<file path="src/rtl/pnp_key_pkg.sv">
package pnp_key_pkg;

  typedef enum logic [1:0] {
    KS_IDLE  = 2'd0,
    KS_ZERO  = 2'd1,
    KS_ARMED = 2'd2
  } key_state_t;

  localparam logic [7:0] REG_RDPORT = 8'h00;
  localparam logic [7:0] REG_ISOL   = 8'h01;
  localparam logic [7:0] REG_CARD   = 8'h06;
  localparam logic [7:0] REG_LDEV   = 8'h07;
  localparam logic [7:0] REG_ACT    = 8'h30;

  localparam logic [7:0] RD_IDLE = 8'hFF;
  localparam logic [7:0] RD_ONE1 = 8'h55;
  localparam logic [7:0] RD_ONE2 = 8'hAA;
  localparam logic [7:0] RD_ZERO = 8'h00;

  // next key byte: shift right, new MSB is XOR of the two low bits
  function automatic logic [7:0] key_step(input logic [7:0] b);
    return {b[0] ^ b[1], b[7:1]};
  endfunction

endpackage

</file>
<file path="src/rtl/pnp_key_checker.sv">
module pnp_key_checker
  import pnp_key_pkg::*;
#(
  parameter int         KEY_LEN  = 32,
  parameter logic [7:0] KEY_SEED = 8'h6A
) (
  input  logic       clk,
  input  logic       rst_n,
  input  logic       addr_wr,
  input  logic [7:0] wr_byte,
  output logic       cfg_open
);
  localparam int IDXW = (KEY_LEN > 1) ? $clog2(KEY_LEN) : 1;
  localparam logic [IDXW-1:0] LAST_IDX = IDXW'(KEY_LEN - 1);

  key_state_t      st_q, st_d;
  logic [IDXW-1:0] idx_q, idx_d;
  logic [7:0]      exp_q, exp_d;
  logic            open_q, open_d;

  always_comb begin
    st_d   = st_q;
    idx_d  = idx_q;
    exp_d  = exp_q;
    open_d = open_q;
    if (addr_wr && !open_q) begin
      unique case (st_q)
        KS_IDLE: begin
          if (wr_byte == 8'h00) st_d = KS_ZERO;
        end
        KS_ZERO: begin
          if (wr_byte == 8'h00) begin
            st_d  = KS_ARMED;
            idx_d = '0;
            exp_d = KEY_SEED;
          end else begin
            st_d = KS_IDLE;
          end
        end
        KS_ARMED: begin
          if (wr_byte == exp_q) begin
            if (idx_q == LAST_IDX) begin
              open_d = 1'b1;
              st_d   = KS_IDLE;
            end else begin
              idx_d = idx_q + 1'b1;
              exp_d = key_step(exp_q);
            end
          end else begin
            idx_d = '0;
            exp_d = KEY_SEED;
          end
        end
        default: st_d = KS_IDLE;
      endcase
    end
  end

  always_ff @(posedge clk or negedge rst_n) begin
    if (!rst_n) begin
      st_q   <= KS_IDLE;
      idx_q  <= '0;
      exp_q  <= KEY_SEED;
      open_q <= 1'b0;
    end else begin
      st_q   <= st_d;
      idx_q  <= idx_d;
      exp_q  <= exp_d;
      open_q <= open_d;
    end
  end

  assign cfg_open = open_q;

endmodule

</file>
<file path="src/rtl/pnp_cfg_regs.sv">
module pnp_cfg_regs
  import pnp_key_pkg::*;
#(
  parameter int         NUM_DEV = 8,
  parameter logic [7:0] ISO_CMD = 8'h01
) (
  input  logic               clk,
  input  logic               rst_n,
  input  logic               cfg_open,
  input  logic               wr_strobe,
  input  logic               wr_port,
  input  logic [7:0]         wr_byte,
  output logic [7:0]         card_number,
  output logic [7:0]         logical_dev,
  output logic [NUM_DEV-1:0] dev_active,
  output logic               iso_start
);
  logic [7:0]         addr_q, addr_d;
  logic [7:0]         card_q, card_d;
  logic [7:0]         ldev_q, ldev_d;
  logic               rdset_q, rdset_d;
  logic [NUM_DEV-1:0] act_q, act_d;
  logic               data_wr, sel_wr;

  assign sel_wr  = cfg_open && wr_strobe && !wr_port;
  assign data_wr = cfg_open && wr_strobe && wr_port;

  always_comb begin
    addr_d  = addr_q;
    card_d  = card_q;
    ldev_d  = ldev_q;
    rdset_d = rdset_q;
    if (sel_wr) addr_d = wr_byte;
    if (data_wr) begin
      if (addr_q == REG_CARD)   card_d  = wr_byte;
      if (addr_q == REG_LDEV)   ldev_d  = wr_byte;
      if (addr_q == REG_RDPORT) rdset_d = 1'b1;
    end
  end

  assign iso_start = data_wr && (addr_q == REG_ISOL) && (wr_byte == ISO_CMD) && rdset_q;

  for (genvar g = 0; g < NUM_DEV; g++) begin : g_act
    logic hit;
    assign hit      = data_wr && (addr_q == REG_ACT) && (ldev_q == 8'(g));
    assign act_d[g] = hit ? wr_byte[0] : act_q[g];
    always_ff @(posedge clk or negedge rst_n) begin
      if (!rst_n) act_q[g] <= 1'b0;
      else        act_q[g] <= act_d[g];
    end
  end

  always_ff @(posedge clk or negedge rst_n) begin
    if (!rst_n) begin
      addr_q  <= '0;
      card_q  <= '0;
      ldev_q  <= '0;
      rdset_q <= 1'b0;
    end else begin
      addr_q  <= addr_d;
      card_q  <= card_d;
      ldev_q  <= ldev_d;
      rdset_q <= rdset_d;
    end
  end

  assign card_number = card_q;
  assign logical_dev = ldev_q;
  assign dev_active  = act_q;

endmodule

</file>
<file path="src/rtl/pnp_isolation_reader.sv">
module pnp_isolation_reader
  import pnp_key_pkg::*;
#(
  parameter int                    ID_BYTES = 9,
  parameter logic [ID_BYTES*8-1:0] ID_VALUE = '0
) (
  input  logic       clk,
  input  logic       rst_n,
  input  logic       iso_start,
  input  logic       rd_strobe,
  output logic [7:0] rd_byte,
  output logic       isolating
);
  localparam int ID_BITS = ID_BYTES * 8;
  localparam int KW      = $clog2(ID_BITS);
  localparam logic [KW-1:0] LAST_K = KW'(ID_BITS - 1);

  logic [KW-1:0] k_q, k_d;
  logic          half_q, half_d;
  logic          iso_q, iso_d;
  logic [7:0]    rd_q, rd_d;
  logic [7:0]    resp;
  logic          cur_bit;

  assign cur_bit = ID_VALUE[k_q];

  always_comb begin
    if (!iso_q)       resp = RD_IDLE;
    else if (cur_bit) resp = half_q ? RD_ONE2 : RD_ONE1;
    else              resp = RD_ZERO;
  end

  always_comb begin
    k_d    = k_q;
    half_d = half_q;
    iso_d  = iso_q;
    rd_d   = rd_strobe ? resp : rd_q;
    if (iso_start) begin
      iso_d  = 1'b1;
      k_d    = '0;
      half_d = 1'b0;
    end else if (rd_strobe && iso_q) begin
      if (half_q) begin
        half_d = 1'b0;
        if (k_q == LAST_K) begin
          iso_d = 1'b0;
          k_d   = '0;
        end else begin
          k_d = k_q + 1'b1;
        end
      end else begin
        half_d = 1'b1;
      end
    end
  end

  always_ff @(posedge clk or negedge rst_n) begin
    if (!rst_n) begin
      k_q    <= '0;
      half_q <= 1'b0;
      iso_q  <= 1'b0;
      rd_q   <= RD_IDLE;
    end else begin
      k_q    <= k_d;
      half_q <= half_d;
      iso_q  <= iso_d;
      rd_q   <= rd_d;
    end
  end

  assign rd_byte   = rd_q;
  assign isolating = iso_q;

endmodule

</file>
<file path="src/rtl/pnp_init_key.sv">
module pnp_init_key #(
  parameter int                    NUM_DEV  = 8,
  parameter int                    KEY_LEN  = 32,
  parameter logic [7:0]            KEY_SEED = 8'h6A,
  parameter logic [7:0]            ISO_CMD  = 8'h01,
  parameter int                    ID_BYTES = 9,
  parameter logic [ID_BYTES*8-1:0] ID_VALUE = 72'h5DC8247BE10F963CA9
) (
  input  logic               clk,
  input  logic               rst_n,
  input  logic               wr_strobe,
  input  logic               wr_port,
  input  logic [7:0]         wr_byte,
  input  logic               rd_strobe,
  output logic [7:0]         rd_byte,
  output logic               cfg_open,
  output logic               isolating,
  output logic [7:0]         card_number,
  output logic [7:0]         logical_dev,
  output logic [NUM_DEV-1:0] dev_active
);
  logic addr_wr;
  logic iso_start;

  assign addr_wr = wr_strobe && !wr_port;

  pnp_key_checker #(
    .KEY_LEN  (KEY_LEN),
    .KEY_SEED (KEY_SEED)
  ) u_key (
    .clk      (clk),
    .rst_n    (rst_n),
    .addr_wr  (addr_wr),
    .wr_byte  (wr_byte),
    .cfg_open (cfg_open)
  );

  pnp_cfg_regs #(
    .NUM_DEV (NUM_DEV),
    .ISO_CMD (ISO_CMD)
  ) u_regs (
    .clk         (clk),
    .rst_n       (rst_n),
    .cfg_open    (cfg_open),
    .wr_strobe   (wr_strobe),
    .wr_port     (wr_port),
    .wr_byte     (wr_byte),
    .card_number (card_number),
    .logical_dev (logical_dev),
    .dev_active  (dev_active),
    .iso_start   (iso_start)
  );

  pnp_isolation_reader #(
    .ID_BYTES (ID_BYTES),
    .ID_VALUE (ID_VALUE)
  ) u_iso (
    .clk       (clk),
    .rst_n     (rst_n),
    .iso_start (iso_start),
    .rd_strobe (rd_strobe),
    .rd_byte   (rd_byte),
    .isolating (isolating)
  );

endmodule

</file>
<file path="config.mk">
export PLATFORM = sky130hd
export DESIGN_NAME = pnp_init_key
export DESIGN_NICKNAME = d
export VERILOG_FILES = /design/src/rtl/pnp_key_pkg.sv /design/src/rtl/pnp_key_checker.sv /design/src/rtl/pnp_cfg_regs.sv /design/src/rtl/pnp_isolation_reader.sv /design/src/rtl/pnp_init_key.sv
export SDC_FILE = /design/constraint.sdc
export NUM_CORES = 1
export LEC_CHECK = 0
export BUFFER_PORTS_ARGS = -buffer_cell sky130_fd_sc_hd__buf_2
export CAP_MARGIN = 30
export CORE_MARGIN = 3
export CORE_UTILIZATION = 46
export CTS_CLUSTER_DIAMETER = 30
export DETAILED_ROUTE_END_ITERATION = 16
export PLACE_DENSITY = 0.79
export SLEW_MARGIN = 10
export SYNTH_ARGS = -nofsm -noshare
export SYNTH_HDL_FRONTEND = slang
export SYNTH_SLANG_ARGS = --single-unit
</file>
<file path="constraint.sdc">
create_clock -name clk -period 2.5 [get_ports clk]
set_input_delay 0.5 -clock clk [delete_from_list [all_inputs] [get_ports clk]]
set_output_delay 0.5 -clock clk [all_outputs]
set_load 0.005 [all_outputs]
</file>
==> results of run 1 <==
[stage by stage]
stage                     power [mW]  hold slack (ns)  utilization  setup WS (ns)  std cells
final                           1.89            0.182        0.552          0.396        408
after global routing            1.98            0.233        0.552          0.124        408
after CTS                       1.91            0.199        0.552          0.393        408
after detailed placement        1.18            0.448        0.527          0.290        392
after global placement          1.18            0.443        0.527          0.301        392
after floorplan                 1.12            0.204            -          0.587        278
[state kept, by name, indices dropped and copies added (netlist names)]
signal,flops
u_key.exp_q,8
u_regs.addr_q,8
u_regs.card_number,8
u_regs.dev_active,8
u_regs.logical_dev,8
u_iso.k_q,7
u_key.idx_q,5
u_iso.rd_byte,2
u_key.st_q,2
u_iso.half_q,1
u_iso.isolating,1
u_key.cfg_open,1
u_regs.rdset_q,1
[per-layer routing]
layer  track usage  part of all wire
met5             0                 0
met4        0.0646             0.011
met3        0.0493             0.044
met2         0.289              0.48
met1         0.250              0.47
[kinds of logic (layout without fill, tap and decap cells)]
group,count (synthesis),count (layout),synth area share
XOR/XNOR,13,13,0.0363
adder cells (fa/ha/maj),13,13,0.0519
flip-flops,60,60,0.481
AO/OA/AOI/OAI,43,43,0.0985
multiplexers,35,35,0.126
buffers and inverters,19,72,0.0315
AND/OR/NAND/NOR,95,95,0.175
[cell type report]
cell class / count / area (um^2) / share of cell area
multi-input combinational: 199 / 1530 / 0.426
clock inverter: 5 / 30.0 / 0.00837
inverter: 7 / 26.3 / 0.00732
clock buffer: 11 / 131 / 0.0366
timing repair buffer: 49 / 265 / 0.0739
tap: 77 / 96.3 / 0.0269
sequential: 60 / 1510 / 0.421
[how the worst max path moves through the flow]
stage	end	slack (ns)	depth (start not counted)
CTS	u_iso.rd_byte[5]	0.39	7
detailed placement	u_key.exp_q[0]	0.29	6
global placement	u_regs.dev_active[6]	0.30	6
floorplan	u_regs.dev_active[6]	0.59	5
global route	u_iso.rd_byte[5]	0.12	7
finish	u_iso.rd_byte[5]	0.40	7
[where the power goes]
| part | internal (mW) | total [mW] | switching [mW] |
|---|---|---|---|
| Clock | 0.354 | 0.728 | 0.373 |
| Combinational | 0.0583 | 0.150 | 0.0919 |
| Sequential | 0.997 | 1.01 | 0.0175 |
[cell usage in the layout (no fill, tap or decap), drive strengths merged, types with 7 or more instances in the layout]
cell / instances
nor2: 19
nand2: 19
clkbuf: 11
dfrtp: 54
inv: 7
nand3: 10
a21oi: 7
mux2: 33
xor2: 11
buf: 49
nor3: 10
ha: 13
==> impl_metrics.py, run 1 <==
metrics = {
    "sta": {
        "skew_ns": 0.0151,
        "period_needed_ns": 2.10,
        "rsz0062_at_grt": "false",
        "finalSetupViolCount": 0,
        "setup_tns_ns": 0,
        "fin_crit_sh": 0.842,
        "slew_violations": 0,
        "tightest_slew_ns": 0.635,
        "slew_headroom": 0.577,
        "max_freq_mhz": 475,
        "finalHoldViolations": 0,
    },
    "route": {
        "ant_nets": 0,
        "routedWlPerCell_um": 15.3,
        "dr.pass1.iters": 5,
        "post_drt_via_cell_ratio": 5.61,
        "drc_errors": 0,
        "wl_mm": 6.25,
        "vias": 2287,
        "drt_iter0_drc": 90,
    },
    "placed_design": {
        "place_area_mm2": 0.00343,
        "gp_congestion": 0.859,
        "port_buffers": 46,
        "dp.final_hpwl_mm": 4.54,
    },
    "synthesis": {
        "yosysMostFrequentCell": "dfrtp_1",
        "yosysTopAreaCellShare": 0.431,
        "synth.area.top_cells": "dfrtp_1, mux2_2, ha_1",
        "yosys_most_used_dff": "dfrtp_1",
        "synthTopCellsByCount": "dfrtp_1, mux2_2, nand2_1, nor2_1, ha_1",
        "syn_avg_cell_area_um2": 11.3,
        "async_flop_share": 1.00,
        "synthesis.nets": 304,
        "synth-edff-count": 0,
        "ys_warn_count": 0,
        "synthesis.area_mm2": 0.00314,
        "synth_cell_types": 56,
        "yosys.area.top_type": "dfrtp_1",
        "yosysSeqAreaShare": 0.481,
        "syn_inst": 278,
        "ys_ff_latch": 60,
    },
    "global_routing": {
        "grt_pass1_vias": 2346,
        "antenna_found_initial": 0,
        "grt_pass1_wl_mm": 11.3,
        "overflow": 0,
        "grtUsageTotal": 0.185,
        "grt_max_degree": 34,
    },
    "run_status": {
        "status": "completed",
    },
    "cells_and_area": {
        "finalNetCount": 352,
        "antennaDiodeCount": 0,
        "postLayoutCellArea_mm2": 0.00359,
        "drive_above_1_share": 0.329,
        "num-fill-cells": 550,
        "syn_to_final_growth_pct": 14.4,
    },
    "power_and_ir_drop": {
        "power.density_mw_per_mm2": 528,
        "p_leak_nw": 1.73,
        "peakVddDrop_v": 0.000322,
    },
    "worst_setup_path": {
        "required_ns": 2.76,
        "slowest_stage": "dfrtp_1",
        "crit_type": "reg2reg",
        "worstSetupStartpointType": "register",
        "critPathMaxStageDelay_ns": 0.48,
        "critPathLaunch": "u_iso.k_q[1]",
        "cp_max_fo": 7,
        "cp_cell_sequence": "inv_1 -> ha_1 -> nor2b_1 -> a2111oi_0 -> nor4b_1 -> a211oi_1 -> nor2_1",
        "setup.worst_path.end_class": "register",
        "worst-path-buf-inv": 1,
        "r2r-start": "u_iso.k_q[1]",
        "worst-r2r-setup-slack_ns": 0.40,
        "critical-path-top-delay-family": "compound AO/OA/AOI/OAI gates",
        "crit-reg2reg-capture": "u_iso.rd_byte[5]",
        "arrival_ns": 2.36,
        "reg2reg_depth": 7,
    },
    "die": {
        "coreArea_mm2": 0.00649,
        "die_w_um": 88.6,
        "die_height_um": 88.6,
        "dieArea_mm2": 0.00785,
        "ioPinCount": 47,
        "core.rowCount": 29,
        "start_util": 0.483,
    },
    "clock_network": {
        "path_clk_slew_ns": 0.08,
        "cts_setup_buffers": 0,
        "cts_buffers": 9,
        "hold_buffers": 0,
        "clock_latency_ns": 0.34,
        "numClockSinks": 60,
        "cts_resized": 0,
        "clk_path_buf_depth": 2,
        "htreeDepth": 3,
        "cts_tree": "yes",
        "cts-root-buf": "clkbuf_8",
    },
    "worst_hold_path": {
        "hp-class": "in2async",
    },
    "flow_run": {
        "max_cap_viol_count": 0,
    },
}
(Power assumes the default switching activity.)
==> inputs of run 2 (changes only) <==
--- a/config.mk
+++ b/config.mk
@@ -11,7 +11,7 @@
 export CORE_UTILIZATION = 46
 export CTS_CLUSTER_DIAMETER = 30
 export DETAILED_ROUTE_END_ITERATION = 16
-export PLACE_DENSITY = 0.79
+export PLACE_DENSITY = 0.81
 export SLEW_MARGIN = 10
 export SYNTH_ARGS = -nofsm -noshare
 export SYNTH_HDL_FRONTEND = slang
==> constraint.sdc (replaced) <==
create_clock -name clk -period 1.9 [get_ports clk]
set_input_delay 0.38 -clock clk [delete_from_list [all_inputs] [get_ports clk]]
set_output_delay 0.38 -clock clk [all_outputs]
set_load 0.005 [all_outputs]
==> run 2 against run 1 <==
  * The flow now finishes with violations (negative setup slack)
  * Hold slack worse by 0.15 ns
  * Final cell count increased by 11%
  * Register-to-register slack got worse by 0.46 ns
  * Critical path type unchanged
==> impl_metrics.py, run 2 (synthesized netlist as in run 1, its figures left out) <==
metrics = {
    "clock_network": {
        "clock_latency_ns": 0.34,
        "clk_path_buf_depth": 2,
        "numClockSinks": 60,
        "htreeDepth": 3,
        "cts_tree": "yes",
        "cts-root-buf": "clkbuf_8",
        "cts_buffers": 9,
        "path_clk_slew_ns": 0.07,
    },
    "sta": {
        "period_needed_ns": 1.96,
        "slew_headroom": 0.628,
        "tightest_slew_ns": 0.551,
        "finalSetupViolCount": 5,
        "rsz0062_at_grt": "true",
        "finalHoldViolations": 0,
        "slew_violations": 0,
        "fin_hold_ws_ns": 0.0273,
        "fin_ws_ns": -0.0603,
        "fin_crit_sh": 1.03,
        "max_freq_mhz": 510,
        "skew_ns": 0.00499,
    },
    "placed_design": {
        "dp.final_hpwl_mm": 5.07,
        "port_buffers": 46,
        "dp_slack_ns": -0.154,
        "gp_congestion": 0.833,
    },
    "worst_setup_path": {
        "worst-path-buf-inv": 0,
        "r2r-start": "u_regs.logical_dev[5]",
        "worst-r2r-setup-slack_ns": -0.06,
        "worstSetupStartpointType": "register",
        "arrival_ns": 2.19,
        "crit_type": "reg2reg",
        "critPathMaxStageDelay_ns": 0.58,
        "required_ns": 2.13,
        "critPathLaunch": "u_regs.logical_dev[5]",
        "slowest_stage": "or4_4",
        "critical-path-top-delay-family": "simple AND/OR/NAND/NOR gates",
        "cp_cell_sequence": "or4_4 -> nor2_4 -> nand2_2 -> or3b_4 -> mux2_4",
        "cp_max_fo": 3,
        "setup.worst_path.end_class": "register",
    },
    "run_status": {
        "status": "finished, violations left",
        "violations": "negative setup slack",
    },
    "global_routing": {
        "grtUsageTotal": 0.200,
        "overflow": 0,
        "grt_pass1_vias": 2531,
        "grt_pass1_wl_mm": 12.1,
        "grt_max_degree": 61,
        "antenna_found_initial": 0,
    },
    "cells_and_area": {
        "num-fill-cells": 512,
        "seqCellArea_mm2": 0.00151,
        "layout_commonest_cell": "dfrtp_1",
        "drive_above_1_share": 0.471,
        "antennaDiodeCount": 0,
        "multiInputGateArea_mm2": 0.00170,
        "syn_to_final_growth_pct": 32.2,
        "finalNetCount": 397,
        "final_cell_mix": "dfrtp_1, buf_2, buf_4, mux2_2, nand2_1",
    },
    "route": {
        "vias": 2579,
        "drt_iter0_drc": 155,
        "ant_nets": 0,
        "dr.pass1.iters": 4,
        "wl_mm": 7.56,
        "drc_errors": 0,
        "post_drt_via_cell_ratio": 5.69,
        "routedWlPerCell_um": 16.7,
    },
    "power_and_ir_drop": {
        "power.internal_mw": 2.10,
        "p_switching_mw": 0.679,
        "pwr-share-seq": 0.480,
        "swShare": 0.244,
        "power.density_mw_per_mm2": 670,
        "peakVddDrop_v": 0.000476,
        "p_clk_frac": 0.430,
        "p_leak_nw": 2.00,
        "combPwrFrac": 0.090,
    },
    "die": {
        "die_height_um": 88.6,
        "ioPinCount": 47,
        "dieArea_mm2": 0.00785,
        "core.rowCount": 29,
        "start_util": 0.483,
        "die_w_um": 88.6,
        "coreArea_mm2": 0.00649,
    },
    "worst_hold_path": {
        "hp-class": "in2async",
    },
    "flow_run": {
        "max_cap_viol_count": 0,
    },
}
[run 2: cell types whose count changed in the layout (fill, tap and decap cells not counted), moves of 3 or more]
cell,delta
buf_4,+44
nor3_1,-5
clkinv_2,-3
mux2_2,-5
mux2_4,+5
nor3_2,+4
[run 2: path summary, 6_finish.rpt]
| kind | end | cells past startpoint |
|---|---|---|
| max | u_regs.dev_active[6] | 5 |
| min | u_key.st_q[1] | 2 |
| max reg2reg | u_regs.dev_active[6] | 5 |
| min reg2reg | u_regs.rdset_q | 1 |
| max in group asynchronous | u_key.exp_q[1] | 2 |
| min in group clk | u_iso.rd_byte[6] | 3 |
[run 2: stage by stage]
step / total power [mW] / TNS (ns) / util / cells / cell area, um^2
CTS: 2.77 / -0.479 / 0.607 / 447 / 3940
detailed placement: 1.59 / -2.09 / 0.571 / 430 / 3710
global route: 2.89 / -0.864 / 0.638 / 453 / 4150
floorplan: 1.47 / -0.0130 / - / 278 / 3140
finish: 2.78 / -0.0956 / 0.638 / 453 / 4150
global placement: 1.58 / -0.371 / 0.571 / 430 / 3710
[run 2: power groups by stage]
stage	clock network, mW	logic (mW)	registers [mW]
after floorplan	0	0.116	1.35
after global placement	0	0.226	1.35
after detailed placement	0	0.237	1.35
after CTS	1.20	0.241	1.33
after global routing	1.28	0.278	1.33
final	1.19	0.251	1.33
[run 2: area by class of cell]
cell class              instances  share of cell area
clock inverters                 3              0.0109
well taps                      77              0.0232
inverters                       7             0.00634
flip-flops and latches         60               0.364
clock buffers                  13              0.0383
multi-input cells             199               0.411
repair buffers                 94               0.146
[run 2: repair_timing]
item                                    in CTS  in global routing
buffers inserted                             1                  6
endpoints found under the setup margin      28                 48
pin swaps                                    2                  7
gates resized for setup                      5                 32
hold buffers                                 0                  0
[run 2: worst reg2reg max path, cell delays in order, from the launching register on]
cell     delay, ns
dfrtp_1       0.38
or4_4         0.58
nor2_4        0.12
nand2_2       0.06
or3b_4        0.41
mux2_4        0.30
[run 2: metal layers]
layer | vias up | GRT usage | routed length [um]
li1 | 1202 | - | -
met1 | 1298 | 0.264 | 3220
met2 | 63 | 0.324 | 3840
met3 | 16 | 0.0466 | 345
met4 | 0 | 0.0687 | 154
met5 | - | 0 | 0
